<file path="src/rtl/rmi_pkg.sv">
package rmi_pkg;

    localparam int unsigned WORD_W = 32;
    localparam int unsigned POS_W  = $clog2(WORD_W);

    typedef logic [WORD_W-1:0] word_t;
    typedef logic [POS_W-1:0]  pos_t;

    typedef enum logic {
        MODE_MERGE = 1'b0,
        MODE_AND   = 1'b1
    } rmi_mode_e;

    typedef struct packed {
        rmi_mode_e mode;
        word_t     src;
        word_t     dst;
        pos_t      rot;
        pos_t      mbeg;
        pos_t      mend;
    } rmi_req_t;

    typedef struct packed {
        logic  valid;
        word_t result;
    } rmi_rsp_t;

    // Maps an MSB-first position onto a word bit index.
    function automatic pos_t pos_to_index(input pos_t p);
        return pos_t'(WORD_W - 1) - p;
    endfunction

endpackage

</file>
<file path="src/rtl/rmi_rotl.sv">
module rmi_rotl #(
    parameter int unsigned W  = rmi_pkg::WORD_W,
    parameter int unsigned SW = $clog2(W)
) (
    input  logic [W-1:0]  data_i,
    input  logic [SW-1:0] amt_i,
    output logic [W-1:0]  data_o
);
    logic [W-1:0] stage [SW+1];

    assign stage[0] = data_i;

    for (genvar k = 0; k < SW; k++) begin : g_stage
        localparam int unsigned SH = 1 << k;
        logic [W-1:0] turned;
        assign turned       = {stage[k][W-1-SH:0], stage[k][W-1:W-SH]};
        assign stage[k+1]   = amt_i[k] ? turned : stage[k];
    end

    assign data_o = stage[SW];
endmodule

</file>
<file path="src/rtl/rmi_mask_gen.sv">
module rmi_mask_gen #(
    parameter int unsigned W  = rmi_pkg::WORD_W,
    parameter int unsigned PW = $clog2(W)
) (
    input  logic [PW-1:0] mbeg_i,
    input  logic [PW-1:0] mend_i,
    output logic [W-1:0]  mask_o
);
    logic wrap;
    assign wrap = mbeg_i > mend_i;

    for (genvar i = 0; i < W; i++) begin : g_bit
        localparam logic [PW-1:0] POS = PW'(W - 1 - i);
        logic at_or_after_beg;
        logic at_or_before_end;
        assign at_or_after_beg  = POS >= mbeg_i;
        assign at_or_before_end = POS <= mend_i;
        assign mask_o[i] = wrap ? (at_or_after_beg | at_or_before_end)
                                : (at_or_after_beg & at_or_before_end);
    end
endmodule

</file>
<file path="src/rtl/rmi_merge.sv">
module rmi_merge #(
    parameter int unsigned W = rmi_pkg::WORD_W
) (
    input  rmi_pkg::rmi_mode_e mode_i,
    input  logic [W-1:0]       dst_i,
    input  logic [W-1:0]       rot_i,
    input  logic [W-1:0]       mask_i,
    output logic [W-1:0]       res_o
);
    logic [W-1:0] picked;
    logic [W-1:0] kept;

    always_comb begin
        picked = rot_i & mask_i;
        kept   = dst_i & ~mask_i;
        unique case (mode_i)
            rmi_pkg::MODE_AND: res_o = picked;
            default:           res_o = kept | picked;
        endcase
    end
endmodule

</file>
<file path="src/rtl/rotmask_insert_unit.sv">
module rotmask_insert_unit (
    input  logic                           clk,
    input  logic                           rst,
    input  logic                           in_valid,
    input  logic                           in_mode,
    input  logic [rmi_pkg::WORD_W-1:0]     in_src,
    input  logic [rmi_pkg::WORD_W-1:0]     in_dst,
    input  logic [rmi_pkg::POS_W-1:0]      in_rot,
    input  logic [rmi_pkg::POS_W-1:0]      in_mbeg,
    input  logic [rmi_pkg::POS_W-1:0]      in_mend,
    output logic                           out_valid,
    output logic [rmi_pkg::WORD_W-1:0]     out_result
);
    import rmi_pkg::*;

    rmi_req_t req;
    rmi_rsp_t rsp_q;
    word_t    rotated;
    word_t    mask;
    word_t    merged;

    always_comb begin
        req.mode = rmi_mode_e'(in_mode);
        req.src  = in_src;
        req.dst  = in_dst;
        req.rot  = in_rot;
        req.mbeg = in_mbeg;
        req.mend = in_mend;
    end

    rmi_rotl #(.W(WORD_W), .SW(POS_W)) u_rotl (
        .data_i (req.src),
        .amt_i  (req.rot),
        .data_o (rotated)
    );

    rmi_mask_gen #(.W(WORD_W), .PW(POS_W)) u_mask (
        .mbeg_i (req.mbeg),
        .mend_i (req.mend),
        .mask_o (mask)
    );

    rmi_merge #(.W(WORD_W)) u_merge (
        .mode_i (req.mode),
        .dst_i  (req.dst),
        .rot_i  (rotated),
        .mask_i (mask),
        .res_o  (merged)
    );

    always_ff @(posedge clk) begin
        if (rst) begin
            rsp_q <= '0;
        end else begin
            rsp_q.valid <= in_valid;
            if (in_valid) begin
                rsp_q.result <= merged;
            end
        end
    end

    assign out_valid  = rsp_q.valid;
    assign out_result = rsp_q.result;
endmodule

</file>
<file path="config.mk">
export PLATFORM = sky130hd
export DESIGN_NAME = rotmask_insert_unit
export DESIGN_NICKNAME = d
export VERILOG_FILES = /design/src/rtl/rmi_pkg.sv /design/src/rtl/rmi_rotl.sv /design/src/rtl/rmi_mask_gen.sv /design/src/rtl/rmi_merge.sv /design/src/rtl/rotmask_insert_unit.sv
export SDC_FILE = /design/constraint.sdc
export NUM_CORES = 1
export LEC_CHECK = 0
export BUFFER_PORTS_ARGS = -buffer_cell sky130_fd_sc_hd__buf_2
export CAP_MARGIN = 0
export CORE_MARGIN = 5
export CORE_UTILIZATION = 35
export DETAILED_ROUTE_END_ITERATION = 8
export HOLD_SLACK_MARGIN = 0.15
export SLEW_MARGIN = 20
export SYNTH_ARGS = -nofsm -noshare
export SYNTH_HDL_FRONTEND = slang
export SYNTH_HIERARCHICAL = 1
export SYNTH_SLANG_ARGS = --single-unit
export TNS_END_PERCENT = 50
</file>
<file path="constraint.sdc">
create_clock -name clk -period 4.6 [get_ports clk]
set_clock_uncertainty 0.1 [all_clocks]
set_input_delay 0.46 -clock clk [delete_from_list [all_inputs] [get_ports clk]]
set_output_delay 0.46 -clock clk [all_outputs]
set_load 0.01 [all_outputs]
</file>
==> qor.yml <==
status:
  run_status: "complete, no violations"
critical_path:
  path_max_fanout: 32
  setup.worst_path.class: "primary input to flip-flop"
  worstReg2RegStart: "out_result[29]"
  timing.reg2reg.setup_slack_ps: 3820
  start_kind: "primary input"
  worstRegToRegCells: 2
  data_required_time_of_the_worst_path_ps: 4650
  worstSetupEndpointType: "flip-flop"
  critPathArrivalTime_ps: 3180
  crit-reg2reg-capture: "out_result[29]"
yosys:
  yosys_warns: 6
  syn_nets: 522
  synth_enable_flop_cells: 0
  yosys_register_bits: 33
  post_synth_inst_count: 434
  synthTopCellsByArea: "sky130_fd_sc_hd__mux4_2 30%, sky130_fd_sc_hd__dfxtp_1 14%, sky130_fd_sc_hd__mux2_2 7.8%"
  synth_cell_type_count: 42
  synth_sequential_area_ratio_pct: 14.4
  synth_top_area_share_pct: 29.8
  async_reset_ff_share_pct: 0
  netlist_area_sq_mm: 0.00460
  synth_area_leader_cell: "sky130_fd_sc_hd__mux4_2"
  syn_area_per_cell_sq_um: 10.6
  synth_ff_type: "sky130_fd_sc_hd__dfxtp_1"
place:
  place_hpwl_mm: 11.9
  port-buffer-count: 115
  post-place-cells: 679
  finalWeightedCongestion: 0.934
die:
  floorplan.die_area_sq_mm: 0.0155
  pin_count: 116
  floorplan.initialDensity_pct: 35.2
  core_area_sq_mm: 0.0131
  rows: 42
  die_h_microns: 125
  dieWidth_microns: 125
timing:
  slew_violations: 0
  grt_setup_unrepaired: "no"
  fin_crit_sh_pct: 68.1
  maxClockFrequency_mhz: 319
  final-hold-violation-count: 0
  timing.setup.tns_ps: 0
  worstMarginPinSlew_ps: 1040
  timing.final.setup_violations: 0
  timing.final.crit_period_ps: 3130
  slew_headroom_pct: 30.5
routing:
  route.antenna.remaining_nets: 0
  route.detailed.wl_per_inst_microns: 22.1
  firstDrtPassIters: 5
  detail_route.iter0.violations: 495
  routed_via_density: 5.93
  num_vias: 4075
  wirelength_mm: 15.2
  post-route-drc-count: 0
job:
  number_of_max_capacitance_violations_reported: 0
clock_tree:
  tritoncts: "done"
  numCtsBuffers: 5
  clock_sink_count: 33
  clock_path_buffers: 2
  clk_transition_reported_paths_ps: 60
  postCtsHoldBufs: 0
  h-tree-depth: 2
  cts.root.buffer_cell: "sky130_fd_sc_hd__clkbuf_16"
  post_cts_buffers: 0
  worst_skew_pair_latency_ps: 270
  ctsResizeCount: 0
global_routing:
  gr-usage-all-layers_pct: 18.9
  antenna_violations_before_repair: 0
  grt_max_degree: 34
  grt_pass1_vias: 3911
  overall_overflow_remaining_after_global_route: 0
  grt_pass1_wl_mm: 23.6
cells_and_area:
  num-fill-cells: 1292
  area.sequential_sq_um: 661
  final_cell_mix: "115 x sky130_fd_sc_hd__buf_2, 75 x sky130_fd_sc_hd__nor2_1, 61 x sky130_fd_sc_hd__mux4_2, 33 x sky130_fd_sc_hd__dfxtp_1"
  most_common_cell_after_layout_fill_and_taps_aside: "sky130_fd_sc_hd__buf_2"
  multi_input_comb_area_sq_mm: 0.00355
  drive_gt1_share_pct: 49.5
  syn2layout_area_growth_pct: 12.9
  final_net_count: 598
  fin_cells: 687
  insertedDiodeCount: 0
hold_path:
  min_to: "out_result[11]"
  holdCritPathClass: "flip-flop to flip-flop"
  hold_depth: 2
  min-delay-start: "out_result[11]"
power_and_ir_drop:
  power-per-cell-area_mw_per_mm2: 256
  leakagePower_nw: 2.17
  peakVddDrop_mv: 0.119
power breakdown:
part / switching, mW / total, mW / internal, mW
combinational: 0.327 / 0.646 / 0.319
sequential: 0.0144 / 0.327 / 0.312
clock: 0.128 / 0.357 / 0.229
critical path, stage by stage:
cell and delay, ps:
sky130_fd_sc_hd__buf_2 690, sky130_fd_sc_hd__mux4_2 670, sky130_fd_sc_hd__mux4_1 590, sky130_fd_sc_hd__mux2_2 320, sky130_fd_sc_hd__a22o_1 220, sky130_fd_sc_hd__mux2i_1 170
sky130_fd_sc_hd__nor2_2 40
state kept, by name (all words and copies together), names as in the netlist:
signal and cells:
out_valid 1, out_result 32
final cells by class:
cell class	count	area share, %
repair buffers	116	11.2
multi-input cells	347	68.3
clock buffers	7	2.94
inverters	7	0.506
flip-flops and latches	33	12.7
clock inverters	1	0.0963
well taps	176	4.24
worst max-delay path by stage:
stage | slack [ps] | cells past startpoint | from | end
after floorplan | 1970 | 8 | in_rot[0] | out_result[31]
after global placement | 1200 | 7 | in_rot[1] | out_result[24]
after detailed placement | 1170 | 7 | in_rot[1] | out_result[4]
after CTS | 1450 | 7 | in_rot[1] | out_result[4]
after global routing | 1280 | 7 | in_rot[1] | out_result[24]
final | 1470 | 7 | in_rot[1] | out_result[4]
cells in the mapped netlist (all sizes together), types with 2 or more instances:
library cell	count
nor2	78
mux4	64
buf	36
dfxtp	33
a22o	32
mux2	32
mux2i	32
maj3	29
a21oi	14
nand2	13
o21ai	12
clkbuf	11
inv	7
nand3	6
a21o	5
ha	5
nor3	5
or2	4
and2	3
a31oi	2
and3	2
o31ai	2
metal layers:
layer / share of wire, % / track usage [%]
met1: 42 / 26.1
met4: 1.8 / 3.80
met5: 0 / 0
met2: 49 / 31.5
met3: 7.4 / 3.13
cells by family (layout without fill, tap and decap cells):
family          Yosys count  after routing  synth area share (%)
flops                    33             33                  14.4
compound gates           70             70                  11.4
simple gates            115            115                  10.9
mux                     128            128                  46.3
buf+inv                  54            131                  8.56
fa+ha+maj                34             34                  8.40
per-stage QoR:
stage	util (%)	power [mW]	worst slack (ps)	hold WS (ps)	area (sq um)
2_1_floorplan	-	0.802	1970	431	4600
3_3_place_gp	38.5	0.962	1200	370	5040
3_5_place_dp	38.5	0.972	1170	383	5040
4_1_cts	39.7	1.33	1450	398	5200
5_1_grt	39.7	1.40	1280	414	5200
6_report	39.7	1.33	1470	389	5200
Power figures use the tool's default switching activity.
